<file path="src/rtl/hop_router_pkg.sv">
package hop_router_pkg;
  localparam int HOP_W  = 11;
  localparam int ADPT_W = 6;

  typedef logic [HOP_W-1:0]  hop_t;
  typedef logic [ADPT_W-1:0] adpt_t;

  typedef struct packed {
    logic  vld;
    adpt_t egr;
    hop_t  hop;
  } route_t;
endpackage

</file>
<file path="src/rtl/hop_route_table.sv">
module hop_route_table
  import hop_router_pkg::*;
#(
  parameter  int NUM_ING   = 4,
  parameter  int TBL_DEPTH = 16,
  localparam int ING_W     = (NUM_ING > 1) ? $clog2(NUM_ING) : 1,
  localparam int IDX_W     = (TBL_DEPTH > 1) ? $clog2(TBL_DEPTH) : 1
) (
  input  logic             clk_i,
  input  logic             rst_ni,
  input  logic             wr_en_i,
  input  logic [ING_W-1:0] wr_ing_i,
  input  hop_t             wr_hop_i,
  input  route_t           wr_ent_i,
  input  logic [ING_W-1:0] rd_ing_i,
  input  hop_t             rd_hop_i,
  output route_t           rd_ent_o
);
  localparam logic [HOP_W:0] DEPTH_L = (HOP_W+1)'(TBL_DEPTH);

  logic   wr_in_range, rd_in_range;
  route_t rd_bank [NUM_ING];

  assign wr_in_range = ({1'b0, wr_hop_i} < DEPTH_L);
  assign rd_in_range = ({1'b0, rd_hop_i} < DEPTH_L);

  for (genvar g = 0; g < NUM_ING; g++) begin : g_bank
    route_t mem_q [TBL_DEPTH];
    logic   wr_sel;

    assign wr_sel = wr_en_i && wr_in_range && (wr_ing_i == ING_W'(g));

    always_ff @(posedge clk_i or negedge rst_ni) begin
      if (!rst_ni) begin
        for (int i = 0; i < TBL_DEPTH; i++) mem_q[i] <= '0;
      end else if (wr_sel) begin
        mem_q[wr_hop_i[IDX_W-1:0]] <= wr_ent_i;
      end
    end

    assign rd_bank[g] = mem_q[rd_hop_i[IDX_W-1:0]];
  end

  // out-of-range hop or adapter reads as an invalid entry
  always_comb begin
    rd_ent_o = '0;
    if (rd_in_range && (int'(rd_ing_i) < NUM_ING)) rd_ent_o = rd_bank[rd_ing_i];
  end
endmodule

</file>
<file path="src/rtl/hop_frame_ctl.sv">
module hop_frame_ctl
  import hop_router_pkg::*;
(
  input  logic   clk_i,
  input  logic   rst_ni,
  input  logic   fire_i,
  input  logic   last_i,
  input  route_t lkp_i,
  output logic   fwd_o,
  output adpt_t  egr_o,
  output hop_t   hop_o,
  output logic   miss_o
);
  logic  mid_q, drop_q, hdr;
  adpt_t egr_q;
  hop_t  hop_q;

  assign hdr    = !mid_q;
  assign fwd_o  = hdr ? lkp_i.vld : !drop_q;
  assign egr_o  = hdr ? lkp_i.egr : egr_q;
  assign hop_o  = hdr ? lkp_i.hop : hop_q;
  assign miss_o = fire_i && hdr && !lkp_i.vld;

  // route decided on header is held for the rest of the packet
  always_ff @(posedge clk_i or negedge rst_ni) begin
    if (!rst_ni) begin
      mid_q  <= 1'b0;
      drop_q <= 1'b0;
      egr_q  <= '0;
      hop_q  <= '0;
    end else if (fire_i) begin
      mid_q <= !last_i;
      if (hdr) begin
        drop_q <= !lkp_i.vld;
        egr_q  <= lkp_i.egr;
        hop_q  <= lkp_i.hop;
      end
    end
  end
endmodule

</file>
<file path="src/rtl/hop_out_stage.sv">
module hop_out_stage #(
  parameter int W = 8
) (
  input  logic         clk_i,
  input  logic         rst_ni,
  input  logic         load_i,
  input  logic [W-1:0] data_i,
  output logic         ready_o,
  output logic         valid_o,
  input  logic         ready_i,
  output logic [W-1:0] data_o
);
  logic         valid_q;
  logic [W-1:0] data_q;

  assign ready_o = !valid_q || ready_i;
  assign valid_o = valid_q;
  assign data_o  = data_q;

  always_ff @(posedge clk_i or negedge rst_ni) begin
    if (!rst_ni) begin
      valid_q <= 1'b0;
      data_q  <= '0;
    end else begin
      if (load_i)       valid_q <= 1'b1;
      else if (ready_i) valid_q <= 1'b0;
      if (load_i) data_q <= data_i;
    end
  end
endmodule

</file>
<file path="src/rtl/hop_miss_stats.sv">
module hop_miss_stats #(
  parameter int CNT_W = 8
) (
  input  logic             clk_i,
  input  logic             rst_ni,
  input  logic             miss_i,
  output logic             flag_o,
  output logic [CNT_W-1:0] cnt_o
);
  logic             flag_q;
  logic [CNT_W-1:0] cnt_q;

  assign flag_o = flag_q;
  assign cnt_o  = cnt_q;

  always_ff @(posedge clk_i or negedge rst_ni) begin
    if (!rst_ni) begin
      flag_q <= 1'b0;
      cnt_q  <= '0;
    end else if (miss_i) begin
      flag_q <= 1'b1;
      if (cnt_q != '1) cnt_q <= cnt_q + 1'b1;
    end
  end
endmodule

</file>
<file path="src/rtl/hop_router.sv">
module hop_router
  import hop_router_pkg::*;
#(
  parameter  int NUM_ING    = 4,
  parameter  int TBL_DEPTH  = 16,
  parameter  int DATA_W     = 32,
  parameter  int MISS_CNT_W = 8,
  localparam int ING_W      = (NUM_ING > 1) ? $clog2(NUM_ING) : 1
) (
  input  logic                  clk_i,
  input  logic                  rst_ni,
  input  logic                  cfg_we_i,
  input  logic [ING_W-1:0]      cfg_ing_i,
  input  logic [HOP_W-1:0]      cfg_hop_i,
  input  logic                  cfg_vld_i,
  input  logic [ADPT_W-1:0]     cfg_egr_i,
  input  logic [HOP_W-1:0]      cfg_new_hop_i,
  input  logic                  in_valid_i,
  output logic                  in_ready_o,
  input  logic [ING_W-1:0]      in_ing_i,
  input  logic [HOP_W-1:0]      in_hop_i,
  input  logic                  in_last_i,
  input  logic [DATA_W-1:0]     in_data_i,
  output logic                  out_valid_o,
  input  logic                  out_ready_i,
  output logic [ADPT_W-1:0]     out_egr_o,
  output logic [HOP_W-1:0]      out_hop_o,
  output logic                  out_last_o,
  output logic [DATA_W-1:0]     out_data_o,
  output logic                  miss_flag_o,
  output logic [MISS_CNT_W-1:0] miss_cnt_o
);
  localparam int ST_W = ADPT_W + HOP_W + 1 + DATA_W;

  route_t          wr_ent, lkp;
  logic            st_ready, in_fire, fwd, miss;
  adpt_t           egr;
  hop_t            hop;
  logic [ST_W-1:0] st_data;

  assign wr_ent     = '{vld: cfg_vld_i, egr: cfg_egr_i, hop: cfg_new_hop_i};
  assign in_ready_o = st_ready;
  assign in_fire    = in_valid_i && st_ready;

  hop_route_table #(
    .NUM_ING  (NUM_ING),
    .TBL_DEPTH(TBL_DEPTH)
  ) i_table (
    .clk_i   (clk_i),
    .rst_ni  (rst_ni),
    .wr_en_i (cfg_we_i),
    .wr_ing_i(cfg_ing_i),
    .wr_hop_i(cfg_hop_i),
    .wr_ent_i(wr_ent),
    .rd_ing_i(in_ing_i),
    .rd_hop_i(in_hop_i),
    .rd_ent_o(lkp)
  );

  hop_frame_ctl i_frame (
    .clk_i (clk_i),
    .rst_ni(rst_ni),
    .fire_i(in_fire),
    .last_i(in_last_i),
    .lkp_i (lkp),
    .fwd_o (fwd),
    .egr_o (egr),
    .hop_o (hop),
    .miss_o(miss)
  );

  hop_out_stage #(
    .W(ST_W)
  ) i_out (
    .clk_i  (clk_i),
    .rst_ni (rst_ni),
    .load_i (in_fire && fwd),
    .data_i ({egr, hop, in_last_i, in_data_i}),
    .ready_o(st_ready),
    .valid_o(out_valid_o),
    .ready_i(out_ready_i),
    .data_o (st_data)
  );

  assign {out_egr_o, out_hop_o, out_last_o, out_data_o} = st_data;

  hop_miss_stats #(
    .CNT_W(MISS_CNT_W)
  ) i_stats (
    .clk_i (clk_i),
    .rst_ni(rst_ni),
    .miss_i(miss),
    .flag_o(miss_flag_o),
    .cnt_o (miss_cnt_o)
  );
endmodule

</file>
<file path="config.mk">
export PLATFORM = sky130hd
export DESIGN_NAME = hop_router
export DESIGN_NICKNAME = d
export VERILOG_FILES = /design/src/rtl/hop_router_pkg.sv /design/src/rtl/hop_route_table.sv /design/src/rtl/hop_frame_ctl.sv /design/src/rtl/hop_out_stage.sv /design/src/rtl/hop_miss_stats.sv /design/src/rtl/hop_router.sv
export SDC_FILE = /design/constraint.sdc
export NUM_CORES = 2
export LEC_CHECK = 0
export ABC_AREA = 0
export BUFFER_PORTS_ARGS = -buffer_cell sky130_fd_sc_hd__buf_2
export CAP_MARGIN = 15
export CORE_UTILIZATION = 57
export DETAILED_ROUTE_END_ITERATION = 10
export MAX_ROUTING_LAYER = met4
export PLACE_DENSITY = 0.89
export RECOVER_POWER = 100
export SYNTH_ARGS = -nofsm -noshare
export SYNTH_HDL_FRONTEND = slang
export SYNTH_SLANG_ARGS = --single-unit
</file>
<file path="constraint.sdc">
create_clock -name clk_i -period 2.3 [get_ports clk_i]
set_clock_uncertainty 0.15 [all_clocks]
set_input_delay 0.46 -clock clk_i [delete_from_list [all_inputs] [get_ports clk_i]]
set_output_delay 0.46 -clock clk_i [all_outputs]
set_load 0.03 [all_outputs]
</file>
## After elaboration in Yosys (flattened, before gate mapping)

Index checks and enable logic that the tools add are counted.

- Register bits: 1231
- Input bits: 82
- Output and inout bits: 61
- Word-level logic and storage cells: 262

- Add/subtract/negate cells: 1
- $lt $le $gt $ge: 6
- Equality and inequality tests: 4
- Muxes and demuxes: 27
- Bitwise gates (word level): 4
- Reductions and logical operators: 20

Operators by type and width:

| kind | count |
|---|---|
| bitwise mux 288 bit | 4 |
| binary-select mux 18 bit (select 4 bit) | 4 |
| 2-to-1 mux 18 bit | 12 |
| demux 18 bit (select 4 bit) | 1 |
| binary-select mux 18 bit (select 2 bit) | 1 |
| less-than comparator 11 x 5 -> 1 bit (second input constant) | 2 |
| 2-to-1 mux 11 bit | 1 |
| >= comparator 5 bit (second input constant) | 2 |
| logical AND 1 bit | 10 |
| inverter 4 -> 5 bit | 2 |
| adder 8 x 1 -> 8 bit (second input constant) | 1 |
| != test 8 bit (second input constant) | 1 |
| 2-to-1 mux 6 bit | 1 |
| logical NOT 1 bit | 5 |
| less-than comparator 5 x 1 -> 1 bit (second input constant) | 1 |
| == test 2 bit (second input constant) | 2 |
| AND reduction 2 bit | 2 |
| >= comparator 3 bit (second input constant) | 1 |
| 2-to-1 mux 1 bit | 3 |
| inverter 2 -> 3 bit | 1 |
| == test 2 x 1 -> 1 bit (second input constant) | 1 |
| logical NOT 2 bit | 1 |
| nonzero test 2 bit | 1 |
| logical OR 1 bit | 1 |
| inverter 1 bit | 1 |

## Logic depth before layout (Yosys ltp)

- Word-level depth: 11
- Gate-level depth with buffers: 12
- Depth with buffers taken out: 7

## By module

From an unflattened synthesis, not the netlist that was laid out.

- Cells, all modules: 3494
- Area, all modules: 55933.6 µm²

By module, submodules not included:

| module | instances | cells an instance | area each (µm²) | seq. area each (µm²) |
|---|---|---|---|---|
| hop_route_table | 1 | 3282 | 52395.3 | 28827.6 |
| hop_out_stage | 1 | 109 | 2147.1 | 1276.2 |
| hop_frame_ctl | 1 | 64 | 957.2 | 475.5 |
| hop_miss_stats | 1 | 37 | 421.7 | 225.2 |
| hop_router | 1 | 2 | 12.5 | 0.0 |

## Least setup slack after synthesis

Ideal clock, no wire load.

- Path kind: input port to flip-flop
- Start point: input in_hop_i[0]
- End point: register i_out.data_q[41] (netlist: i_out.data_o[41])
- Setup time: 126 ps
- Data arrival time: 2590 ps
- Data required time: 2024 ps
- Slack: -566 ps
- Stages on the path: 9
- Buffers on the path: 4
- Path through: buf_2 buf_2 buf_2 buf_2 mux4_2 a22oi_1 nand4_1 a32oi_1 a21oi_1

- Longest elaborated chain between the ends: 10
- Elaborated cells between the ends (all ways): 21
- Those cells by class: order compare: 1; mux: 18; bitwise: 1; reduce/logical: 1

Ends and longest elaborated chain:

| what | RTL line | text |
|---|---|---|
| start, declared | hop_router.sv:21 | `input logic [HOP_W-1:0] in_hop_i,` |
| inverter 4 -> 5 bit (not written as such) | hop_route_table.sv:41 | `assign rd_bank[g] = mem_q[rd_hop_i[IDX_W-1:0]];` |
| binary-select mux 18 bit (select 4 bit) | hop_route_table.sv:41 |  |
| 2-to-1 mux 18 bit (not written as such) (2 in a row) | hop_route_table.sv:41 |  |
| binary-select mux 18 bit (select 2 bit) | hop_route_table.sv:47 | `if (rd_in_range && (int'(rd_ing_i) < NUM_ING)) rd_ent_o = rd_bank[rd_ing_i];` |
| 2-to-1 mux 18 bit (not written as such) (2 in a row) | hop_route_table.sv:47 |  |
| 2-to-1 mux 18 bit (*) | hop_route_table.sv:47 |  |
| 2-to-1 mux 1 bit | hop_frame_ctl.sv:19 | `assign fwd_o = hdr ? lkp_i.vld : !drop_q;` |
| logical AND 1 bit | hop_router.sv:77 | `.load_i (in_fire && fwd),` |
| end signal, assigned | hop_out_stage.sv:27 | `if (load_i) data_q <= data_i;` |
| end, declared | hop_out_stage.sv:14 | `logic [W-1:0] data_q;` |

Every way passes the cells marked *; elsewhere a longest branch is shown, timed or not. The select of a mux whose other input is x is not followed.
A chain may end at the register's enable or synchronous reset.

## Worst setup path after layout

- Start point: register i_table.g_bank[2].mem_q[107] (netlist bit)
- End point: register i_out.data_q[19] (netlist: i_out.data_o[19])

- Longest elaborated chain between the ends: 9

Ends and longest elaborated chain:

| what | RTL line | text |
|---|---|---|
| start, declared | hop_route_table.sv:28 | `route_t mem_q [TBL_DEPTH];` |
| start signal, assigned by index | hop_route_table.sv:37 | `mem_q[wr_hop_i[IDX_W-1:0]] <= wr_ent_i;` |
| binary-select mux 18 bit (select 4 bit) | hop_route_table.sv:41 |  |
| 2-to-1 mux 18 bit (not written as such) (2 in a row) | hop_route_table.sv:41 |  |
| binary-select mux 18 bit (select 2 bit) | hop_route_table.sv:47 |  |
| 2-to-1 mux 18 bit (not written as such) (2 in a row) | hop_route_table.sv:47 |  |
| 2-to-1 mux 18 bit | hop_route_table.sv:47 |  |
| 2-to-1 mux 1 bit | hop_frame_ctl.sv:19 |  |
| logical AND 1 bit | hop_router.sv:77 |  |

No other way between the ends. The select of a mux whose other input is x is not followed.

==> flow_summary.json <==
{
  "synth_cells": 3470,
  "insertion_delay_ns": 0.74,
  "routed_wl_um": 157000,
  "fillers": 5525,
  "reg2reg_from": "i_table.g_bank[2].mem_q[107]",
  "switching_share_pct": 25.8,
  "syn_to_final_growth_pct": 18.8,
  "numCtsBuffers": 119,
  "design_area_um2": 65600,
  "synth_cell_type_count": 55,
  "grt.overflow.total": 0,
  "yosysSeqAreaShare_pct": 55.8,
  "antenna_left": 0,
  "final_cell_mix": "1231 x dfrtp_1, 1180 x mux2_2, 318 x mux4_2",
  "tightest_slew_ns": 1.42,
  "drt-wirelength-per-cell_um": 30.1,
  "grt_max_degree": 95,
  "grt_util_all_layers_pct": 32.8,
  "reg2reg_to": "i_out.data_o[19]",
  "initial_core_util_pct": 57.8,
  "vias": 34600,
  "rows": 113,
  "syn_area_um2": 55300,
  "internal_power_mw": 35.5,
  "yosysWarnings": 0,
  "power.share.clock_pct": 42.3,
  "cts_max_path_buffers": 3,
  "setup_slack_ns": -0.540,
  "path_cells": "mux4_2 -> mux4_2 -> a2bb2oi_2 -> a22oi_2 -> buf_6 -> o31ai_4 -> buf_12 -> clkbuf_16 -> mux2_2",
  "die_x_um": 313,
  "p_comb_share_pct": 10.2,
  "clock-root-buffer": "clkbuf_16",
  "vdd_drop_max_mv": 0.636,
  "max-slew-margin-rel_pct": 5.34,
  "grt_first_pass_wirelength_um": 234000,
  "route.detailed.drc": 0,
  "fin_nets": 3931,
  "start_kind": "flop",
  "crit_path_frequent_cell": "mux4_2",
  "crit_start": "i_table.g_bank[2].mem_q[107]",
  "crit_path_end_kind": "flop",
  "p_leak_nw": 32.5,
  "dp_worst_setup_slack_ns": -0.964,
  "dieArea_um2": 98200,
  "core_region_area_um2": 95600,
  "violations": "negative setup slack",
  "fin_crit_ns": 2.84,
  "synthArstFlopShare_pct": 100,
  "critPathMaxFanout": 10,
  "rsz0062_at_grt": "yes",
  "vias_per_cell": 6.64,
  "io_buffers": 142,
  "worstPathRequired_ns": 2.75,
  "place.detailed.hpwl_um": 94800,
  "pwr-share-seq_pct": 47.6,
  "hp-class": "primary input to flop",
  "cts_tree": "built",
  "maxCapViolCount": 0,
  "clock.fmax_mhz": 352,
  "slowest_stage": "mux4_2",
  "dpl_cell_area_um2": 60700,
  "r2r_cells": 9,
  "setup_viol": 431,
  "switchingPower_mw": 12.4,
  "ff_latch_area_um2": 30800,
  "antenna_found_initial": 4,
  "die_y_um": 313,
  "total_power_mw": 47.8,
  "clkTransAtPathRegs_ns": 0.06,
  "status": "complete, but fails checks",
  "worstSetupEndpoint": "i_out.data_o[19]",
  "slew_violations": 0,
  "synthFlopType": "dfrtp_1",
  "finalHoldViolations": 0,
  "firstDrtPassIters": 6,
  "multi_input_area_um2": 23500,
  "fin_crit_sh_pct": 123,
  "ff2ff_setup_slack_ns": -0.54,
  "placed_cells": 4932,
  "cp_slowest_stage_delay_ns": 0.53,
  "layout-drive-gt1-share_pct": 58.9,
  "final_core_util_pct": 68.7,
  "drtIter0Drc": 3403,
  "synth_nets": 3553,
  "final_common_cell": "dfrtp_1",
  "crit_arrival_ns": 3.29,
  "synth-edff-count": 0,
  "path_class": "flop to flop",
  "stdcell_count": 5216,
  "first_global_vias": 37300,
  "clock_sinks": 1231,
  "powerDensity_nw_per_um2": 729,
  "cts_max_level": 3,
  "yosys_register_bits": 1231,
  "io_pins": 143,
  "syn_area_per_cell_um2": 15.9,
  "gp_congestion": 0.972
}
==> layer usage <==
metal  wire length (um)  share of wire [%]  GRT usage (%)  vias up
li1                   -                  -              -    13800
met2              76300                 49           51.1     1951
met3              15100                9.6           7.84      519
met5                  0                  0              -        -
met1              57400                 37           41.1    18400
met4               8310                5.3           14.3        0
==> kinds of logic (layout without fill, tap and decap cells) <==
family | count (synthesis) | after routing | share of synthesized area, %
fa+ha+maj | 1 | 1 | 0.0226
other cells | 0 | 4 | 0
xor+xnor | 6 | 6 | 0.0951
mux | 1555 | 1555 | 38.1
flops | 1231 | 1231 | 55.8
simple gates | 224 | 224 | 1.86
buf+inv | 307 | 784 | 2.40
compound gates | 146 | 146 | 1.82
==> cells in the mapped netlist (4+ instances only) <==
master / instances / share of area, %
dfrtp_1: 1231 / 56
mux2_2: 1180 / 24
mux4_2: 318 / 13
clkbuf_1: 195 / 1.3
nand2_1: 104 / 0.71
buf_2: 62 / 0.56
mux2i_1: 51 / 0.92
nor2_1: 44 / 0.30
a21oi_1: 28 / 0.25
buf_4: 23 / 0.31
buf_1: 21 / 0.14
o21ai_0: 18 / 0.16
o22ai_1: 17 / 0.19
a22oi_1: 16 / 0.22
nand3_1: 14 / 0.13
a31oi_1: 12 / 0.14
a211oi_1: 11 / 0.15
and3_1: 11 / 0.12
nand4_1: 11 / 0.12
a22o_1: 10 / 0.16
nand2b_1: 9 / 0.10
nor3_1: 8 / 0.072
a32oi_1: 7 / 0.11
mux2_1: 6 / 0.12
o211ai_1: 6 / 0.082
a211o_1: 5 / 0.079
nor4_1: 4 / 0.045
xnor2_1: 4 / 0.063
==> worst min-delay path by stage <==
stage                   from                           to  cells after the start  slack, ns
6_report          in_valid_i                i_frame.mid_q                      4       0.18
5_1_grt           in_valid_i                i_frame.mid_q                      4       0.21
4_1_cts        in_data_i[29]             i_out.data_o[29]                      2      -0.15
3_5_place_dp          rst_ni  i_table.g_bank[3].mem_q[54]                      1       0.24
3_3_place_gp          rst_ni  i_table.g_bank[1].mem_q[26]                      1       0.24
2_1_floorplan         rst_ni               i_frame.drop_q                      0       0.01
==> through the flow <==
stage	hold WS, ns	setup TNS, ns
2_1_floorplan	0.0144	-25.83
3_3_place_gp	0.239	-175.18
3_5_place_dp	0.239	-224.46
4_1_cts	-0.149	-30.20
5_1_grt	0.207	-182.65
6_report	0.177	-55.14
==> critical path: cells and delay by family, from the launching register on <==
kind | cells | cell delay [ns]
buffers and inverters | 3 | 0.50
DFF | 1 | 0.40
muxes | 3 | 1.28
AOI/OAI and AO/OA | 3 | 0.38
==> power groups by stage <==
stage	combinational, mW	sequential [mW]	clock, mW
after global placement	4.42	23.0	0
final	4.87	22.7	20.2
after floorplan	1.58	23.9	0
after detailed placement	4.52	23.0	0
after global routing	5.10	22.8	21.2
after CTS	4.66	22.6	20.3
==> cell type report <==
class / count / share of cell area (%)
multi-input combinational: 1932 / 35.9
clock inverter: 45 / 0.805
antenna: 4 / 0.0153
clock buffer: 175 / 5.38
tap: 1265 / 2.41
sequential: 1231 / 46.9
timing repair buffer: 559 / 8.54
inverter: 5 / 0.0286
==> state kept, by name, summed over array words and instances, names as in the netlist <==
register,count
i_out.data_o,50
i_out.valid_o,1
i_stats.cnt_o,8
i_stats.flag_o,1
i_frame.hop_q,11
i_frame.drop_q,1
i_table.g_bank.mem_q,1152
i_frame.egr_q,6
i_frame.mid_q,1
==> what timing repair did <==
action,4_1_cts,5_1_grt
hold endpoints to repair,527,1
setup endpoints to repair,71,78
resized for setup,32,49
hold buffers,34,1
pin swaps,10,11
buffers inserted,7,16
cloned,0,5
Note: power is estimated with default switching activity, not from simulation.
